`src/rtl/rsv_pkg.sv`:
```
package rsv_pkg;

  typedef enum logic [1:0] {
    TMO_LONG  = 2'b00,
    TMO_SHORT = 2'b01,
    TMO_PROG  = 2'b10,
    TMO_ALT   = 2'b11
  } tmo_mode_e;

endpackage

```
`src/rtl/rsv_cond_gate.sv`:
```
module rsv_cond_gate #(
  parameter int N_RAILS = 4
) (
  input  logic [N_RAILS-1:0] rail_good,
  input  logic               enable_ok,
  input  logic               shdn_n,
  input  logic               fault_n,
  input  logic               pwrdn_active,
  output logic               all_ok
);

  logic [N_RAILS:0] rail_chain;

  assign rail_chain[0] = 1'b1;

  genvar gi;
  generate
    for (gi = 0; gi < N_RAILS; gi++) begin : g_rail
      assign rail_chain[gi+1] = rail_chain[gi] & rail_good[gi];
    end
  endgenerate

  always_comb begin
    all_ok = rail_chain[N_RAILS] & enable_ok & shdn_n & fault_n & ~pwrdn_active;
  end

endmodule

```
`src/rtl/rsv_period_sel.sv`:
```
module rsv_period_sel
  import rsv_pkg::*;
#(
  parameter int CNT_W        = 24,
  parameter int LONG_CYCLES  = 16000000,
  parameter int SHORT_CYCLES = 1250
) (
  input  logic             clk,
  input  logic             rst,
  input  logic             load_en,
  input  logic [1:0]       mode,
  input  logic [CNT_W-1:0] prog_cycles,
  output logic [CNT_W-1:0] period_m1
);

  localparam logic [CNT_W-1:0] LONG_M1  = CNT_W'(LONG_CYCLES - 1);
  localparam logic [CNT_W-1:0] SHORT_M1 = CNT_W'(SHORT_CYCLES - 1);

  logic [CNT_W-1:0] next_m1;

  always_comb begin
    case (tmo_mode_e'(mode))
      TMO_LONG:  next_m1 = LONG_M1;
      TMO_SHORT: next_m1 = SHORT_M1;
      TMO_PROG:  next_m1 = (prog_cycles == '0) ? '0 : prog_cycles - 1'b1;
      default:   next_m1 = SHORT_M1;
    endcase
  end

  always_ff @(posedge clk) begin
    if (rst) begin
      period_m1 <= LONG_M1;
    end else if (load_en) begin
      period_m1 <= next_m1;
    end
  end

  // period frozen while the reset output is released
  assert_period_frozen_R6: assert property (@(posedge clk) disable iff (rst)
    !load_en |=> $stable(period_m1));

endmodule

```
`src/rtl/rsv_timeout_ctr.sv`:
```
module rsv_timeout_ctr #(
  parameter int CNT_W = 24
) (
  input  logic             clk,
  input  logic             rst,
  input  logic             all_ok,
  input  logic [CNT_W-1:0] period_m1,
  output logic             rst_n_q,
  output logic             busy_q
);

  logic [CNT_W-1:0] cnt_q;
  logic [CNT_W-1:0] cnt_nxt;
  logic             rst_n_nxt;

  always_comb begin
    cnt_nxt   = cnt_q;
    rst_n_nxt = rst_n_q;
    if (!all_ok) begin
      cnt_nxt   = '0;
      rst_n_nxt = 1'b0;
    end else if (!rst_n_q) begin
      if (cnt_q == period_m1) begin
        cnt_nxt   = '0;
        rst_n_nxt = 1'b1;
      end else begin
        cnt_nxt = cnt_q + 1'b1;
      end
    end
  end

  always_ff @(posedge clk) begin
    if (rst) begin
      cnt_q   <= '0;
      rst_n_q <= 1'b0;
      busy_q  <= 1'b0;
    end else begin
      cnt_q   <= cnt_nxt;
      rst_n_q <= rst_n_nxt;
      busy_q  <= (cnt_nxt != '0);
    end
  end

  assert_bad_asserts_R2: assert property (@(posedge clk) disable iff (rst)
    !all_ok |=> !rst_n_q);

  assert_release_after_good_R4: assert property (@(posedge clk) disable iff (rst)
    $rose(rst_n_q) |-> $past(all_ok));

  assert_glitch_clears_R5: assert property (@(posedge clk) disable iff (rst)
    !all_ok |=> !busy_q);

  assert_busy_only_held_R7: assert property (@(posedge clk) disable iff (rst)
    busy_q |-> !rst_n_q);

  assert_stays_released_R8: assert property (@(posedge clk) disable iff (rst)
    (rst_n_q && all_ok) |=> rst_n_q);

endmodule

```
`src/rtl/rst_timeout_sup.sv`:
```
module rst_timeout_sup #(
  parameter int N_RAILS      = 4,
  parameter int CNT_W        = 24,
  parameter int LONG_CYCLES  = 16000000,
  parameter int SHORT_CYCLES = 1250
) (
  input  logic               clk,
  input  logic               rst,
  input  logic [N_RAILS-1:0] rail_good,
  input  logic               enable_ok,
  input  logic               shdn_n,
  input  logic               fault_n,
  input  logic               pwrdn_active,
  input  logic [1:0]         tmo_mode,
  input  logic [CNT_W-1:0]   prog_cycles,
  output logic               proc_rst_n,
  output logic               hold_busy
);

  logic             all_ok;
  logic [CNT_W-1:0] period_m1;
  logic             rst_n_int;
  logic             busy_int;

  rsv_cond_gate #(.N_RAILS(N_RAILS)) u_gate (
    .rail_good    (rail_good),
    .enable_ok    (enable_ok),
    .shdn_n       (shdn_n),
    .fault_n      (fault_n),
    .pwrdn_active (pwrdn_active),
    .all_ok       (all_ok)
  );

  rsv_period_sel #(
    .CNT_W        (CNT_W),
    .LONG_CYCLES  (LONG_CYCLES),
    .SHORT_CYCLES (SHORT_CYCLES)
  ) u_period (
    .clk         (clk),
    .rst         (rst),
    .load_en     (~rst_n_int),
    .mode        (tmo_mode),
    .prog_cycles (prog_cycles),
    .period_m1   (period_m1)
  );

  rsv_timeout_ctr #(.CNT_W(CNT_W)) u_ctr (
    .clk       (clk),
    .rst       (rst),
    .all_ok    (all_ok),
    .period_m1 (period_m1),
    .rst_n_q   (rst_n_int),
    .busy_q    (busy_int)
  );

  assign proc_rst_n = rst_n_int;
  assign hold_busy  = busy_int;

  assert_pwrdn_asserts_R3: assert property (@(posedge clk) disable iff (rst)
    pwrdn_active |=> !proc_rst_n);

endmodule

```
`config.mk`:
```
export PLATFORM = sky130hd
export DESIGN_NAME = rst_timeout_sup
export DESIGN_NICKNAME = d
export VERILOG_FILES = /design/src/rtl/rsv_pkg.sv /design/src/rtl/rsv_cond_gate.sv /design/src/rtl/rsv_period_sel.sv /design/src/rtl/rsv_timeout_ctr.sv /design/src/rtl/rst_timeout_sup.sv
export SDC_FILE = /design/constraint.sdc
export NUM_CORES = 1
export LEC_CHECK = 0
export ABC_AREA = 1
export BUFFER_PORTS_ARGS = -buffer_cell sky130_fd_sc_hd__buf_2
export CAP_MARGIN = 20
export CORE_AREA = 2 2 111 113
export CTS_CLUSTER_DIAMETER = 50
export CTS_CLUSTER_SIZE = 24
export DETAILED_ROUTE_END_ITERATION = 8
export DIE_AREA = 0 0 113 115
export GPL_ROUTABILITY_DRIVEN = 0
export PLACE_DENSITY = 0.55
export SKIP_CTS_REPAIR_TIMING = 1
export SYNTH_ARGS = -nofsm -noshare
export SYNTH_HDL_FRONTEND = slang
export SYNTH_SLANG_ARGS = --single-unit
```
`constraint.sdc`:
```
create_clock -name clk -period 2.2 [get_ports clk]
set_input_delay 0.22 -clock clk [delete_from_list [all_inputs] [get_ports clk]]
set_output_delay 0.22 -clock clk [all_outputs]
set_load 0.005 [all_outputs]
```
==> metrics.md <==
| Metric | Value |
|---|---|
| Run status | `complete, no violations` |
| Worst supply voltage drop on vdd | `285 uV` |
| Overall routing resource usage | `16.9%` |
| Number of antenna cells inserted | `0` |
| Largest area contributor in the netlist | `dfxtp_1` |
| Setup TNS | `0 ns` |
| Kind of end point of the critical path | `register` |
| Most instantiated library cell after synthesis | `nand2_1` |
| Routed length per instance | `12.9 um` |
| Clock Skews | `0.00987 ns` |
| Total of flip-flops plus latches after synthesis | `50` |
| Fraction of synthesized cell area taken by the top area cell type | `26.2%` |
| Bufs on Longest Clock Path | `2` |
| Fraction of final layout cells sized beyond drive strength 1 | `18.2%` |
| Total leakage power | `2.00 nW` |
| Pwr Density | `498 mW/mm^2` |
| Met3 demand-to-capacity share in global routing | `2.21%` |
| Initial antenna violation count | `0` |
| Synth warn | `0` |
| Met1 Track Usage GR | `20.7%` |
| Worst hold slack | `0.229 ns` |
| Vias per inst | `4.77` |
| Final period util | `91.2%` |
| Routing layer with the top usage in global route | `met2` |
| Type of the most critical hold path | `input port to register` |
| Cell types with the highest counts after synthesis | `nand2_1, nor2_1, inv_1` |
| Total wirelength of the detailed-routed design | `10600 um` |
| Clock transition at the registers of the reported paths | `0.07 ns` |
| Type of the worst setup path | `register to register` |
| Share of synthesized area occupied by flip-flops and latches | `26.2%` |
| Worst Tran Pin Value | `0.637 ns` |
| Leading post-synthesis cells by cell area | `dfxtp_1, nand2_1, nor2_1` |
| Final setup fails | `0` |
| Number of buffers added by the clock tree synthesis step | `5` |
| Final #Nets | `712` |
| Remaining global-route overflow | `0` |
| Height of the die | `115 um` |
| Post-detailed-placement cell area | `0.00415 sq mm` |
| Clock tree from TritonCTS | `yes` |
| Instance count of the mapped netlist | `636` |
| Number of enable-type register cells in the synthesized netlist | `0` |
| Starting density of the core | `32.3%` |
| CTS Root Cell | `clkbuf_16` |
| Final antenna-violating net count | `0` |
| Clock insertion delay at the later pin of the skew report | `0.29 ns` |
| First-pass GRT wire length | `17700 um` |
| Main synth FF type | `dfxtp_1` |
| Vias in the first global route | `3712` |
| HPWL after detailed placement | `8560 um` |
| Layout-stage area growth over the synthesis result | `15.2%` |
| Normalized max-slew margin | `57.5%` |
| Non-Filler Cell Area, Final | `0.00439 sq mm` |
| DR DRC count | `0` |
| Std-Cell Rows | `40` |
| Count of vias placed by the detailed router | `3922` |
| Post-Syn Nets | `674` |
| Count of TritonRoute iterations in the first routing pass | `6` |
| Multi-input gate area | `0.00236 sq mm` |
| Number of top-level pins | `38` |
| Core area | `0.0118 sq mm` |
| Avg Cell Area, Syn | `6.00 sq um` |
| Clock sinks | `50` |
| Met2 capacity usage during global routing | `30.7%` |
| Required time at the worst-slack endpoint | `2.39 ns` |
| Maximum number of pins on one net before global-route repair | `34` |
| Area occupied by registers | `0.00101 sq mm` |
| Area of the mapped netlist | `0.00381 sq mm` |
| Kind of launch point of the worst setup path | `register` |
| DRC violation total after the first TritonRoute iteration | `189` |
| Port bufs | `37` |
| Fill count | `1287` |
| Width of the die | `113 um` |
| Ys async rst share | `0%` |
| Final Slew Violations | `0` |
| Final critical-path required period | `2.01 ns` |
| CP max FO | `13` |
| Post-synthesis cell type count | `41` |
| Die area | `0.0130 sq mm` |
| Max Clk Rate | `498 MHz` |
| Overall Power | `2.19 mW` |
| Crit path arrival time | `2.20 ns` |
| Max capacitance violation total | `0` |
| Number of levels in the clock H-tree | `2` |
| Count of final hold-check violations | `0` |
## worst max-delay path, stage by stage, from the launching register on
cell,delay (ns)
dfxtp_1,0.45
inv_2,0.07
nand2_1,0.06
nand2_1,0.07
clkinv_1,0.05
nand2_1,0.04
nor2_1,0.08
nand2_1,0.13
nor2_4,0.13
nand3_4,0.17
buf_4,0.21
o21ai_1,0.08
nand3_1,0.10
clkinv_1,0.05
nand3_1,0.07
nor2_1,0.10
nor2_1,0.04
## cell type report
type                       instances  area share (%)
timing repair buffer              49            6.26
multi-input combinational        471            53.7
tap                              147            4.19
clock inverter                     2            1.37
sequential                        50            23.1
clock buffer                       6            3.16
inverter                          97            8.29
## cell families after synthesis
logic type / count (synthesis) / share of synthesized area (%)
xor gates and xnor gates: 32 / 7.35
buffers and inverters: 115 / 12.0
adders and majority gates: 2 / 0.656
DFF: 50 / 26.2
and+or+nand+nor: 372 / 44.1
AOI/OAI and AO/OA: 65 / 9.68
## path summary, 6_finish.rpt
check / start / to / slack (ns) / depth (start not counted)
max: u_ctr.cnt_q[19]$_SDFF_PP0_ / u_ctr.busy_q$_SDFF_PP0_ / 0.19 / 16
min: tmo_mode[1] / u_period.period_m1[10]$_SDFFE_PP0N_ / 0.23 / 3
max reg2reg: u_ctr.cnt_q[19]$_SDFF_PP0_ / u_ctr.busy_q$_SDFF_PP0_ / 0.19 / 16
min reg2reg: u_period.period_m1[2]$_SDFFE_PP1N_ / u_period.period_m1[2]$_SDFFE_PP1N_ / 0.47 / 2
## flip-flops by register name (all words and copies together) (netlist names)
name / cells
u_ctr.cnt_q: 24
u_period.period_m1: 24
u_ctr.rst_n_q: 1
u_ctr.busy_q: 1
## layer usage
metal | share of wire (%) | vias to the layer above
met4 | 2.5 | 0
met1 | 44 | 1755
met2 | 49 | 94
li1 | - | 2053
met5 | 0 | -
met3 | 3.9 | 20
## cells in the final DEF (no fill, tap or decap), types with 4 or more instances in the layout
| master | n |
|---|---|
| nor2_4 | 5 |
| nand2_2 | 4 |
| a21oi_1 | 20 |
| nor3_1 | 13 |
| o21ai_1 | 9 |
| nor2_2 | 9 |
| nor2_1 | 91 |
| xor2_1 | 20 |
| clkinv_1 | 4 |
| nand3_1 | 29 |
| o211ai_1 | 6 |
| nor3_2 | 5 |
| a22oi_1 | 5 |
| o21ai_0 | 20 |
| nand3b_1 | 7 |
| buf_4 | 12 |
| nand2_1 | 185 |
| nand4_1 | 4 |
| inv_1 | 72 |
| dfxtp_1 | 40 |
| nor4_1 | 4 |
| inv_2 | 21 |
| dfxtp_2 | 10 |
| xnor2_1 | 12 |
| clkbuf_16 | 5 |
| buf_2 | 37 |
## per-stage QoR
step | utilization [%] | cells | setup slack (ns)
finish | 37.2 | 822 | 0.193
global route | 37.2 | 822 | -0.00809
CTS | 36.8 | 818 | 0.119
detailed placement | 35.1 | 810 | 0.107
global placement | 35.1 | 810 | 0.136
floorplan | - | 636 | 0.352
## power breakdown
| part | leakage [nW] | switching, mW | internal, mW |
|---|---|---|---|
| Combinational | 1.49 | 0.130 | 0.0861 |
| Clock | 0.0971 | 0.343 | 0.683 |
| Sequential | 0.413 | 0.0178 | 0.928 |
| Total | 2.00 | 0.492 | 1.70 |
Note: power is estimated with default switching activity, not from simulation.
